$ cat config.mk
export PLATFORM = sky130hd
export DESIGN_NAME = fpmm_unit
export DESIGN_NICKNAME = d
export VERILOG_FILES = /design/src/rtl/fpmm_pkg.sv /design/src/rtl/fpmm_classify.sv /design/src/rtl/fpmm_order.sv /design/src/rtl/fpmm_pick.sv /design/src/rtl/fpmm_unit.sv
export SDC_FILE = /design/constraint.sdc
export NUM_CORES = 1
export LEC_CHECK = 0
export BUFFER_PORTS_ARGS = -buffer_cell sky130_fd_sc_hd__buf_2
export CORE_MARGIN = 2
export CORE_UTILIZATION = 40
export DETAILED_ROUTE_END_ITERATION = 8
export PLACE_DENSITY = 0.61
export SYNTH_ARGS = -nofsm -noshare
export SYNTH_HDL_FRONTEND = slang
export SYNTH_SLANG_ARGS = --single-unit
$ cat constraint.sdc
create_clock -name clk -period 2.15 [get_ports clk]
set_input_delay 0 -clock clk [delete_from_list [all_inputs] [get_ports clk]]
set_output_delay 0 -clock clk [all_outputs]
set_load 0.01 [all_outputs]
$ cat src/rtl/fpmm_pkg.sv
package fpmm_pkg;
  localparam int DEF_DATA_W = 32;
  localparam int DEF_EXP_W  = 8;

  typedef enum logic [1:0] {
    POL_PROPAGATE = 2'b00,
    POL_NUMBER    = 2'b01,
    POL_LEGACY    = 2'b10,
    POL_CMPSEL    = 2'b11
  } fpmm_policy_e;
endpackage

$ cat src/rtl/fpmm_classify.sv
module fpmm_classify #(
  parameter int DATA_W = 32,
  parameter int EXP_W  = 8
) (
  input  logic [DATA_W-1:0] opnd,
  output logic              is_nan,
  output logic              is_snan,
  output logic              is_zero,
  output logic [DATA_W-1:0] key,
  output logic [DATA_W-1:0] quieted
);
  localparam int FRAC_W = DATA_W - 1 - EXP_W;
  localparam int QBIT   = FRAC_W - 1;

  logic exp_all_ones;
  logic frac_nonzero;

  always_comb begin
    exp_all_ones = &opnd[DATA_W-2 -: EXP_W];
    frac_nonzero = |opnd[FRAC_W-1:0];
    is_nan       = exp_all_ones & frac_nonzero;
    is_snan      = is_nan & ~opnd[QBIT];
    is_zero      = ~|opnd[DATA_W-2:0];
    // order-preserving unsigned key: negatives inverted, positives lifted
    key          = opnd[DATA_W-1] ? ~opnd : {1'b1, opnd[DATA_W-2:0]};
    quieted      = opnd;
    quieted[QBIT] = 1'b1;
  end
endmodule

$ cat src/rtl/fpmm_order.sv
module fpmm_order #(
  parameter int DATA_W = 32
) (
  input  logic [DATA_W-1:0] key_a,
  input  logic [DATA_W-1:0] key_b,
  input  logic              zero_a,
  input  logic              zero_b,
  output logic              a_lt_b,
  output logic              a_gt_b,
  output logic              ieee_eq
);
  always_comb begin
    a_lt_b  = key_a < key_b;
    a_gt_b  = key_a > key_b;
    ieee_eq = (key_a == key_b) | (zero_a & zero_b);
  end
endmodule

$ cat src/rtl/fpmm_pick.sv
module fpmm_pick
  import fpmm_pkg::*;
#(
  parameter int DATA_W = 32,
  parameter int EXP_W  = 8
) (
  input  fpmm_policy_e      policy,
  input  logic              sel_max,
  input  logic [DATA_W-1:0] op_a,
  input  logic [DATA_W-1:0] op_b,
  input  logic [DATA_W-1:0] quiet_a,
  input  logic [DATA_W-1:0] quiet_b,
  input  logic              nan_a,
  input  logic              nan_b,
  input  logic              snan_a,
  input  logic              snan_b,
  input  logic              a_lt_b,
  input  logic              a_gt_b,
  input  logic              ieee_eq,
  output logic [DATA_W-1:0] picked
);
  localparam int FRAC_W = DATA_W - 1 - EXP_W;
  localparam logic [DATA_W-1:0] CANON_NAN =
    {1'b0, {EXP_W{1'b1}}, 1'b1, {(FRAC_W-1){1'b0}}};

  logic              take_a;
  logic [DATA_W-1:0] ordered;
  logic              both_nan;

  always_comb begin
    take_a   = sel_max ? a_gt_b : a_lt_b;
    ordered  = take_a ? op_a : op_b;
    both_nan = nan_a & nan_b;
    picked   = ordered;
    unique case (policy)
      POL_PROPAGATE: begin
        if (both_nan)   picked = CANON_NAN;
        else if (nan_a) picked = quiet_a;
        else if (nan_b) picked = quiet_b;
      end
      POL_NUMBER: begin
        if (both_nan)   picked = CANON_NAN;
        else if (nan_a) picked = op_b;
        else if (nan_b) picked = op_a;
      end
      POL_LEGACY: begin
        if (both_nan)     picked = CANON_NAN;
        else if (snan_a)  picked = quiet_a;
        else if (snan_b)  picked = quiet_b;
        else if (nan_a)   picked = op_b;
        else if (nan_b)   picked = op_a;
        else if (ieee_eq) picked = op_a;
      end
      POL_CMPSEL: begin
        if (nan_a | nan_b | ieee_eq) picked = op_b;
      end
      default: picked = ordered;
    endcase
  end
endmodule

$ cat src/rtl/fpmm_unit.sv
module fpmm_unit
  import fpmm_pkg::*;
#(
  parameter int DATA_W = DEF_DATA_W,
  parameter int EXP_W  = DEF_EXP_W
) (
  input  logic              clk,
  input  logic              rst_n,
  input  logic              valid_in,
  input  logic [DATA_W-1:0] op_a,
  input  logic [DATA_W-1:0] op_b,
  input  logic              sel_max,
  input  logic [1:0]        mode,
  output logic              valid_out,
  output logic [DATA_W-1:0] result,
  output logic              invalid
);
  localparam int FRAC_W = DATA_W - 1 - EXP_W;
  localparam int N_OPS  = 2;

  logic [DATA_W-1:0] opnd    [N_OPS];
  logic [DATA_W-1:0] key     [N_OPS];
  logic [DATA_W-1:0] quieted [N_OPS];
  logic [N_OPS-1:0]  is_nan;
  logic [N_OPS-1:0]  is_snan;
  logic [N_OPS-1:0]  is_zero;

  always_comb begin
    opnd[0] = op_a;
    opnd[1] = op_b;
  end

  for (genvar i = 0; i < N_OPS; i++) begin : g_cls
    fpmm_classify #(.DATA_W(DATA_W), .EXP_W(EXP_W)) u_cls (
      .opnd    (opnd[i]),
      .is_nan  (is_nan[i]),
      .is_snan (is_snan[i]),
      .is_zero (is_zero[i]),
      .key     (key[i]),
      .quieted (quieted[i])
    );
  end

  logic a_lt_b, a_gt_b, ieee_eq;

  fpmm_order #(.DATA_W(DATA_W)) u_order (
    .key_a   (key[0]),
    .key_b   (key[1]),
    .zero_a  (is_zero[0]),
    .zero_b  (is_zero[1]),
    .a_lt_b  (a_lt_b),
    .a_gt_b  (a_gt_b),
    .ieee_eq (ieee_eq)
  );

  fpmm_policy_e      policy;
  logic [DATA_W-1:0] picked;

  assign policy = fpmm_policy_e'(mode);

  fpmm_pick #(.DATA_W(DATA_W), .EXP_W(EXP_W)) u_pick (
    .policy  (policy),
    .sel_max (sel_max),
    .op_a    (op_a),
    .op_b    (op_b),
    .quiet_a (quieted[0]),
    .quiet_b (quieted[1]),
    .nan_a   (is_nan[0]),
    .nan_b   (is_nan[1]),
    .snan_a  (is_snan[0]),
    .snan_b  (is_snan[1]),
    .a_lt_b  (a_lt_b),
    .a_gt_b  (a_gt_b),
    .ieee_eq (ieee_eq),
    .picked  (picked)
  );

  // next-state logic
  logic              valid_d, invalid_d;
  logic [DATA_W-1:0] result_d;
  logic              load_en;

  always_comb begin
    load_en   = valid_in;
    valid_d   = valid_in;
    result_d  = load_en ? picked : result;
    invalid_d = load_en ? (|is_snan) : invalid;
  end

  // state registers
  always_ff @(posedge clk or negedge rst_n) begin
    if (!rst_n) begin
      valid_out <= 1'b0;
      result    <= '0;
      invalid   <= 1'b0;
    end else begin
      valid_out <= valid_d;
      result    <= result_d;
      invalid   <= invalid_d;
    end
  end


  strobe_follows_chk: assert property (@(posedge clk) disable iff (!rst_n)
    valid_in |=> valid_out);

  idle_hold_chk: assert property (@(posedge clk) disable iff (!rst_n)
    !valid_in |=> (!valid_out && $stable(result) && $stable(invalid)));

  snan_flag_chk: assert property (@(posedge clk) disable iff (!rst_n)
    (valid_in && (is_snan != '0)) |=> invalid);

  prop_nan_out_chk: assert property (@(posedge clk) disable iff (!rst_n)
    (valid_in && mode == POL_PROPAGATE && (is_nan != '0)) |=>
      ((&result[DATA_W-2 -: EXP_W]) && result[FRAC_W-1]));

  number_keeps_b_chk: assert property (@(posedge clk) disable iff (!rst_n)
    (valid_in && mode == POL_NUMBER && is_nan[0] && !is_nan[1]) |=>
      (result == $past(op_b)));
endmodule

# Yosys cells after proc, flatten, opt, wreduce, memory -nomap -nowiden
# Cells that the tools add are included.
word_totals:
  inputBits: 70
  output_inout_bits: 34
  register_bits: 34
  word_cells: 50
op_classes:
  order_cmp: 2
  mux: 18
  eq_ne: 4
  bitwise_logic: 13
  reduce_logical: 10
ops:
  columns: ["cell", "n"]
  rows:
  - ["2-to-1 mux 32 bit", 16]
  - ["one-hot mux 32 bit (4 select lines)", 1]
  - ["NOT 32 bit", 2]
  - ["OR reduction 31 bit", 2]
  - ["OR reduction 23 bit", 2]
  - ["== test 32 bit", 1]
  - ["greater-than comparator 32 bit", 1]
  - ["< comparator 32 bit", 1]
  - ["AND reduction 8 bit", 2]
  - ["bitwise AND 1 bit", 6]
  - ["== test 2 bit (second input constant)", 2]
  - ["OR 1 bit", 3]
  - ["== test 2 x 1 -> 1 bit (second input constant)", 1]
  - ["logical NOT 1 bit", 2]
  - ["logical NOT 2 bit", 1]
  - ["NOT 1 bit", 2]
  - ["OR reduction 2 bit", 1]
  - ["2-to-1 mux 1 bit", 1]

# Longest topological paths before layout
depth:
  depth_word: 12
  mapped_depth: 16
  depth_no_buf: 11

# By module
# Synthesis repeated with hierarchy kept, for this count alone.
unflattened:
  hier_cells: 738
  area_unflattened_um2: 6218.5
by_module_without_submodules:
  columns: ["mod", "instances", "area_each_um2", "cells_per_inst"]
  rows:
  - ["fpmm_pick", 1, 2693.8, 380]
  - ["fpmm_unit", 1, 1400.1, 73]
  - ["fpmm_classify", 2, 645.6, 84]
  - ["fpmm_order", 1, 833.3, 117]

# Worst setup path before layout
# OpenSTA, ideal clock, no wires.
synth_path:
  kind: "input-to-reg"
  from: "in op_a[31]"
  to: "reg result[0]"
  path_stages: 15
  required_ns: 2.026
  setup_ns: 0.124
  path_slack_ns: -1.398
  arrival_ns: 3.424
  path_cell_list: "clkbuf_1 > buf_1 > xor2_1 > ha_1 > nand4_2 > or3_1 > a21o_1 > a31o_1 > a221o_1 > and2_4 > buf_6 > a32o_1 > a22o_4 > buf_6 > a211o_1"
synth_between:
  elab_chain_cells: 12
synth_rtl:
  columns: ["item", "line", "source"]
  rows:
  - ["start, declared", "fpmm_unit.sv:10", "input logic [DATA_W-1:0] op_a,"]
  - ["NOT 32 bit", "fpmm_classify.sv:25", "key = opnd[DATA_W-1] ? ~opnd : {1'b1, opnd[DATA_W-2:0]};"]
  - ["2-to-1 mux 32 bit *", "fpmm_classify.sv:25", null]
  - ["< comparator 32 bit or greater-than comparator 32 bit (tied branches)", "fpmm_order.sv:13, fpmm_order.sv:14", null]
  - ["2-to-1 mux 1 bit", "fpmm_pick.sv:31", "take_a = sel_max ? a_gt_b : a_lt_b;"]
  - ["2-to-1 mux 32 bit", "fpmm_pick.sv:32", "ordered = take_a ? op_a : op_b;"]
  - ["2-to-1 mux 32 bit", "fpmm_pick.sv:52", "else if (ieee_eq) picked = op_a;"]
  - ["2-to-1 mux 32 bit", "fpmm_pick.sv:51", "else if (nan_b) picked = op_a;"]
  - ["2-to-1 mux 32 bit", "fpmm_pick.sv:50", "else if (nan_a) picked = op_b;"]
  - ["2-to-1 mux 32 bit", "fpmm_pick.sv:49", "else if (snan_b) picked = quiet_b;"]
  - ["2-to-1 mux 32 bit", "fpmm_pick.sv:48", "else if (snan_a) picked = quiet_a;"]
  - ["2-to-1 mux 32 bit", "fpmm_pick.sv:47", "if (both_nan) picked = CANON_NAN;"]
  - ["one-hot mux 32 bit (4 select lines) *", "fpmm_pick.sv:35", "unique case (policy)"]
  - ["end signal, assigned", "fpmm_unit.sv:98", "result <= result_d;"]
  - ["end, declared", "fpmm_unit.sv:15", "output logic [DATA_W-1:0] result,"]
# Mark *: on every way between the ends. The rest lies on a longest branch, timed or not.
# A chain may end at the register's enable or synchronous reset.

# Worst setup path after layout
layout_path:
  from: "in op_b[31]"
  to: "reg result[3]"
layout_between:
  elab_chain_cells: 12
layout_rtl:
  columns: ["item", "line", "source"]
  rows:
  - ["start, declared", "fpmm_unit.sv:11", "input logic [DATA_W-1:0] op_b,"]
  - ["NOT 32 bit", "fpmm_classify.sv:25", null]
  - ["2-to-1 mux 32 bit *", "fpmm_classify.sv:25", null]
  - ["< comparator 32 bit or greater-than comparator 32 bit (tied branches)", "fpmm_order.sv:13, fpmm_order.sv:14", null]
  - ["2-to-1 mux 1 bit", "fpmm_pick.sv:31", null]
  - ["2-to-1 mux 32 bit", "fpmm_pick.sv:32", null]
  - ["2-to-1 mux 32 bit", "fpmm_pick.sv:52", null]
  - ["2-to-1 mux 32 bit", "fpmm_pick.sv:51", null]
  - ["2-to-1 mux 32 bit", "fpmm_pick.sv:50", null]
  - ["2-to-1 mux 32 bit", "fpmm_pick.sv:49", null]
  - ["2-to-1 mux 32 bit", "fpmm_pick.sv:48", null]
  - ["2-to-1 mux 32 bit", "fpmm_pick.sv:47", null]
  - ["one-hot mux 32 bit (4 select lines) *", "fpmm_pick.sv:35", null]
# Marked as above.

==> summary by stage <==
Status
The flow ran to the end, but the final reports show violations. The final reports fail on setup timing.

Floorplanning
Measured along the y axis, the die boundary spans 107.2 microns. The floorplan step defined a die boundary enclosing 11500 sq um. After floorplanning, the core was divided into 37 placement rows. The initial cell density of the core is 41.29%. For this design the top-level I/O count stands at 104. In this run the standard cell core region covers 10320 sq um.

In this run the horizontal extent of the chip is 107.2 microns.

Min path
The path with the worst hold slack has its endpoint at result[0]. The worst hold path startpoint is op_a[0]. Counting instances, the worst hold path has a depth of 3. The worst min-delay path category is in2reg.

Drt
The final routed DRC violation total is 0. After the first detailed-routing iteration, the DRC count stood at 463. In this run the remaining antenna-violating nets after routing total 0. The via density per instance is 6.018. Wires add up to 18050 microns.

The count of vias placed by the detailed router is 5398. The wire length per cell after detailed routing is 20.12 microns. The iteration count of the initial detailed-routing pass is 5.

STA
In this run the tightest slew margin relative to its limit is 40.50%. The fmax is 0.3487 GHz. The final hold violation count is 0. The final max-slew violation count is 0. On the final layout, the worst clock skew is 0 ns.

Once routing completed, OpenROAD measured the worst setup slack at -0.7178 ns. The final critical path takes up 133.4% of the cycle. The final critical-path required period is 2.868 ns. Setup violations remaining at the end of the flow were counted as 32. The transition at the pin with the smallest max-transition slack is 0.8925 ns. Setup repair after global routing could not meet its margin everywhere.

Logic synthesis
The adder and majority gate portion of the synthesized area is 9.392%. The share of the synthesized area in compound gates (AO/OA/AOI/OAI) is 27.65%. Sequential cells were found to cover 19.96% of the synthesized design area. Synthesis handed over a netlist of 532 instances. The number of warnings printed during yosys synthesis is 0. Of the total synthesized cell area, the portion taken by XOR and XNOR cells is 12.74%. The most used flip-flop cell after synthesis is sky130_fd_sc_hd__dfrtp_1. The synthesized design contains 0 enable-type register cells. The async set or reset register ratio after synthesis is 100.0%. The post-synthesis cell type with the largest combined area is sky130_fd_sc_hd__dfrtp_1. Of the post-synthesis cell area, the dominant cell type holds 19.96%. In the synthesized netlist, mux cells make up 4.403% of the area.

After synthesis the cells add up to 4263 sq um. By area, the combinational part of the netlist is dominated by compound AO/OA/AOI/OAI gates. The netlist uses 67 different library cells. The basic-gate share of the synthesized area counting and, or, nand and nor cells is 20.58%. The number of nets in the synthesized netlist is 634.

The flip-flop and latch count after synthesis is 34. The average instance area after synthesis is 8.013 sq um. In the post-synthesis netlist, the biggest area contributors are sky130_fd_sc_hd__dfrtp_1, sky130_fd_sc_hd__ha_1, sky130_fd_sc_hd__xnor2_1.

Finish
Of the cells placed in the final design, the portion with a size suffix greater than 1 is 44.42%. The final instance area is 6723 sq um. The count of inserted antenna diode cells is 0. At the end of the flow, the number of nets in the layout was 862. Leaving out fill and tap cells, the most frequent cells in the layout are sky130_fd_sc_hd__buf_4, sky130_fd_sc_hd__buf_2, sky130_fd_sc_hd__nand2_1. The area growth from synthesis to layout is 57.70%. Leaving out fill and tap cells, the most frequent cell in the layout is sky130_fd_sc_hd__buf_4.

Placed design
The weighted congestion reported at the end of routability-driven placement is 0.9706. The count of buffers inserted at the top-level ports is 103. The placed instance area is 5913 sq um. The wire-length estimate of the detail-placed layout is 12830 microns.

The worst setup slack before clock tree synthesis is -1.046 ns.

Pwr
In this run, the clock network consumes 16.4% of the power. The share of total power in sequential cells is 25.6%. Combinational logic burns 58.0% of the power. Internal power comes to 1954 uW. In this run the power spent charging and discharging nets is 1288 uW.

The leakage dissipation is 0.003148 uW. VDD sags by at most 0.2695 mV. In this run the power density over the cells is 482.2 nW/um^2.

The switching portion of total power is 39.72%.

Clock network
Clock-pin slew was measured on the worst setup and hold paths at 0.08 ns. The clock buffer count from CTS is 5. The source-to-sink clock delay at the later pin of the worst-skew pair is 0.31 ns. TritonCTS built the clock tree. The clock passes through at most 2 buffers. The clock root buffer master is sky130_fd_sc_hd__clkbuf_8. The depth of the CTS H-tree is 2.

CTS saw 34 sinks.

Worst setup path
The worst register-to-register path has a depth of 3. The worst setup path is captured at a flop. STA puts the critical path data required time at 2.35 ns.

The largest fanout on the critical path is 8. The nature of the critical path startpoint is a primary input. In this run the critical register-to-register path is launched from result[26]. The flop-to-flop setup slack is 1.13 ns.

The data arrival time of the worst path is 3.06 ns. The kind of critical path is in2reg. The end of the worst register-to-register path is result[26].

Global route
The initial antenna violation count was 0. Entering global routing, the biggest net connects 49 pins. The total overflow left after global routing is 0. The via count of the first global-routing pass is 5429. The global-route wire length before repair is 27820 microns. The overall global routing resource usage is 30.87%.

Job
The number of max-cap violations is 0.
what timing repair did:
action                                 CTS  global route
setup endpoints to repair               32            32
gates resized for setup                 46            42
endpoints found under the hold margin   34             0
hold buffers                             1             0
buffers inserted                        11             6
gates cloned                             6             2
pin swaps                               44            33
logic make-up (layout without fill, tap and decap cells):
group	after synthesis	count (layout)
AND/OR/NAND/NOR	170	170
AO/OA/AOI/OAI	163	164
XOR/XNOR	62	62
buffers and inverters	53	281
flip-flops	34	34
adder cells (fa/ha/maj)	32	32
multiplexers	18	18
stage by stage:
step                      power (uW)  hold slack (ns)  util [%]  std cells  TNS, ns
after floorplan                 1735          -0.2956         -        532   -27.43
after global placement          2360           0.1581     57.28        865   -29.74
after detailed placement        2396           0.1758     57.28        865   -31.79
after CTS                       3089          0.02896     62.23        890   -17.42
after global routing            3413          0.03910     65.12        897   -22.33
final                           3242          0.02793     65.12        897   -19.73
cell usage after synthesis (7+ instances only):
| master | n |
|---|---|
| sky130_fd_sc_hd__a211o_1 | 16 |
| sky130_fd_sc_hd__a21oi_1 | 29 |
| sky130_fd_sc_hd__a31oi_1 | 8 |
| sky130_fd_sc_hd__clkbuf_1 | 27 |
| sky130_fd_sc_hd__dfrtp_1 | 34 |
| sky130_fd_sc_hd__ha_1 | 32 |
| sky130_fd_sc_hd__inv_1 | 12 |
| sky130_fd_sc_hd__mux2i_1 | 12 |
| sky130_fd_sc_hd__nand2_1 | 40 |
| sky130_fd_sc_hd__nand3_1 | 10 |
| sky130_fd_sc_hd__nand4_1 | 15 |
| sky130_fd_sc_hd__nor2_1 | 31 |
| sky130_fd_sc_hd__nor3_1 | 22 |
| sky130_fd_sc_hd__nor4_1 | 15 |
| sky130_fd_sc_hd__o211ai_1 | 9 |
| sky130_fd_sc_hd__o21ai_0 | 21 |
| sky130_fd_sc_hd__o21ai_1 | 7 |
| sky130_fd_sc_hd__o22ai_1 | 7 |
| sky130_fd_sc_hd__o2bb2ai_1 | 17 |
| sky130_fd_sc_hd__or3_1 | 8 |
| sky130_fd_sc_hd__xnor2_1 | 31 |
| sky130_fd_sc_hd__xor2_1 | 31 |
state kept, by name (all words and copies together), names as in the netlist:
signal	cells
invalid	1
result	32
valid_out	1
power by group through the flow:
stage | logic (uW) | registers (uW) | clock network (uW)
floorplan | 843 | 893 | 0
global placement | 1530 | 833 | 0
detailed placement | 1560 | 839 | 0
CTS | 1720 | 828 | 544
global route | 2010 | 842 | 562
finish | 1880 | 831 | 532
critical path, cell delays in order:
cell	delay, ns
sky130_fd_sc_hd__buf_8	0.13
sky130_fd_sc_hd__buf_12	0.15
sky130_fd_sc_hd__xnor2_1	0.14
sky130_fd_sc_hd__ha_1	0.32
sky130_fd_sc_hd__nand4_1	0.15
sky130_fd_sc_hd__or3_1	0.40
sky130_fd_sc_hd__a21o_1	0.19
sky130_fd_sc_hd__a31o_1	0.21
sky130_fd_sc_hd__a221o_1	0.32
sky130_fd_sc_hd__and2_4	0.18
sky130_fd_sc_hd__a32o_2	0.26
sky130_fd_sc_hd__a22o_4	0.31
sky130_fd_sc_hd__a211o_1	0.30
metal layers:
layer / vias up / GRT usage (%) / wire length [microns]
met5: - / 0 / 0
met4: 0 / 10.95 / 514
met3: 54 / 5.289 / 1300
met2: 269 / 50.00 / 8444
met1: 2609 / 41.19 / 7790
li1: 2466 / - / -
layout make-up:
cell class | count | area [sq um]
clock buffer | 7 | 86.33
inverter | 12 | 45.04
fill | 854 | 3601
clock inverter | 1 | 5.005
timing repair buffer | 261 | 1964
multi-input combinational | 446 | 3601
sequential | 34 | 850.8
tap | 136 | 170.2
how the worst max path moves through the flow:
stage | end | startpoint | slack [ns]
floorplan | result[0] | op_a[31] | -1.01
global placement | result[21] | op_a[31] | -0.99
detailed placement | result[14] | op_a[31] | -1.05
CTS | result[3] | op_a[31] | -0.62
global route | result[0] | op_b[31] | -0.77
finish | result[3] | op_b[31] | -0.72
Power figures use the tool's default switching activity.
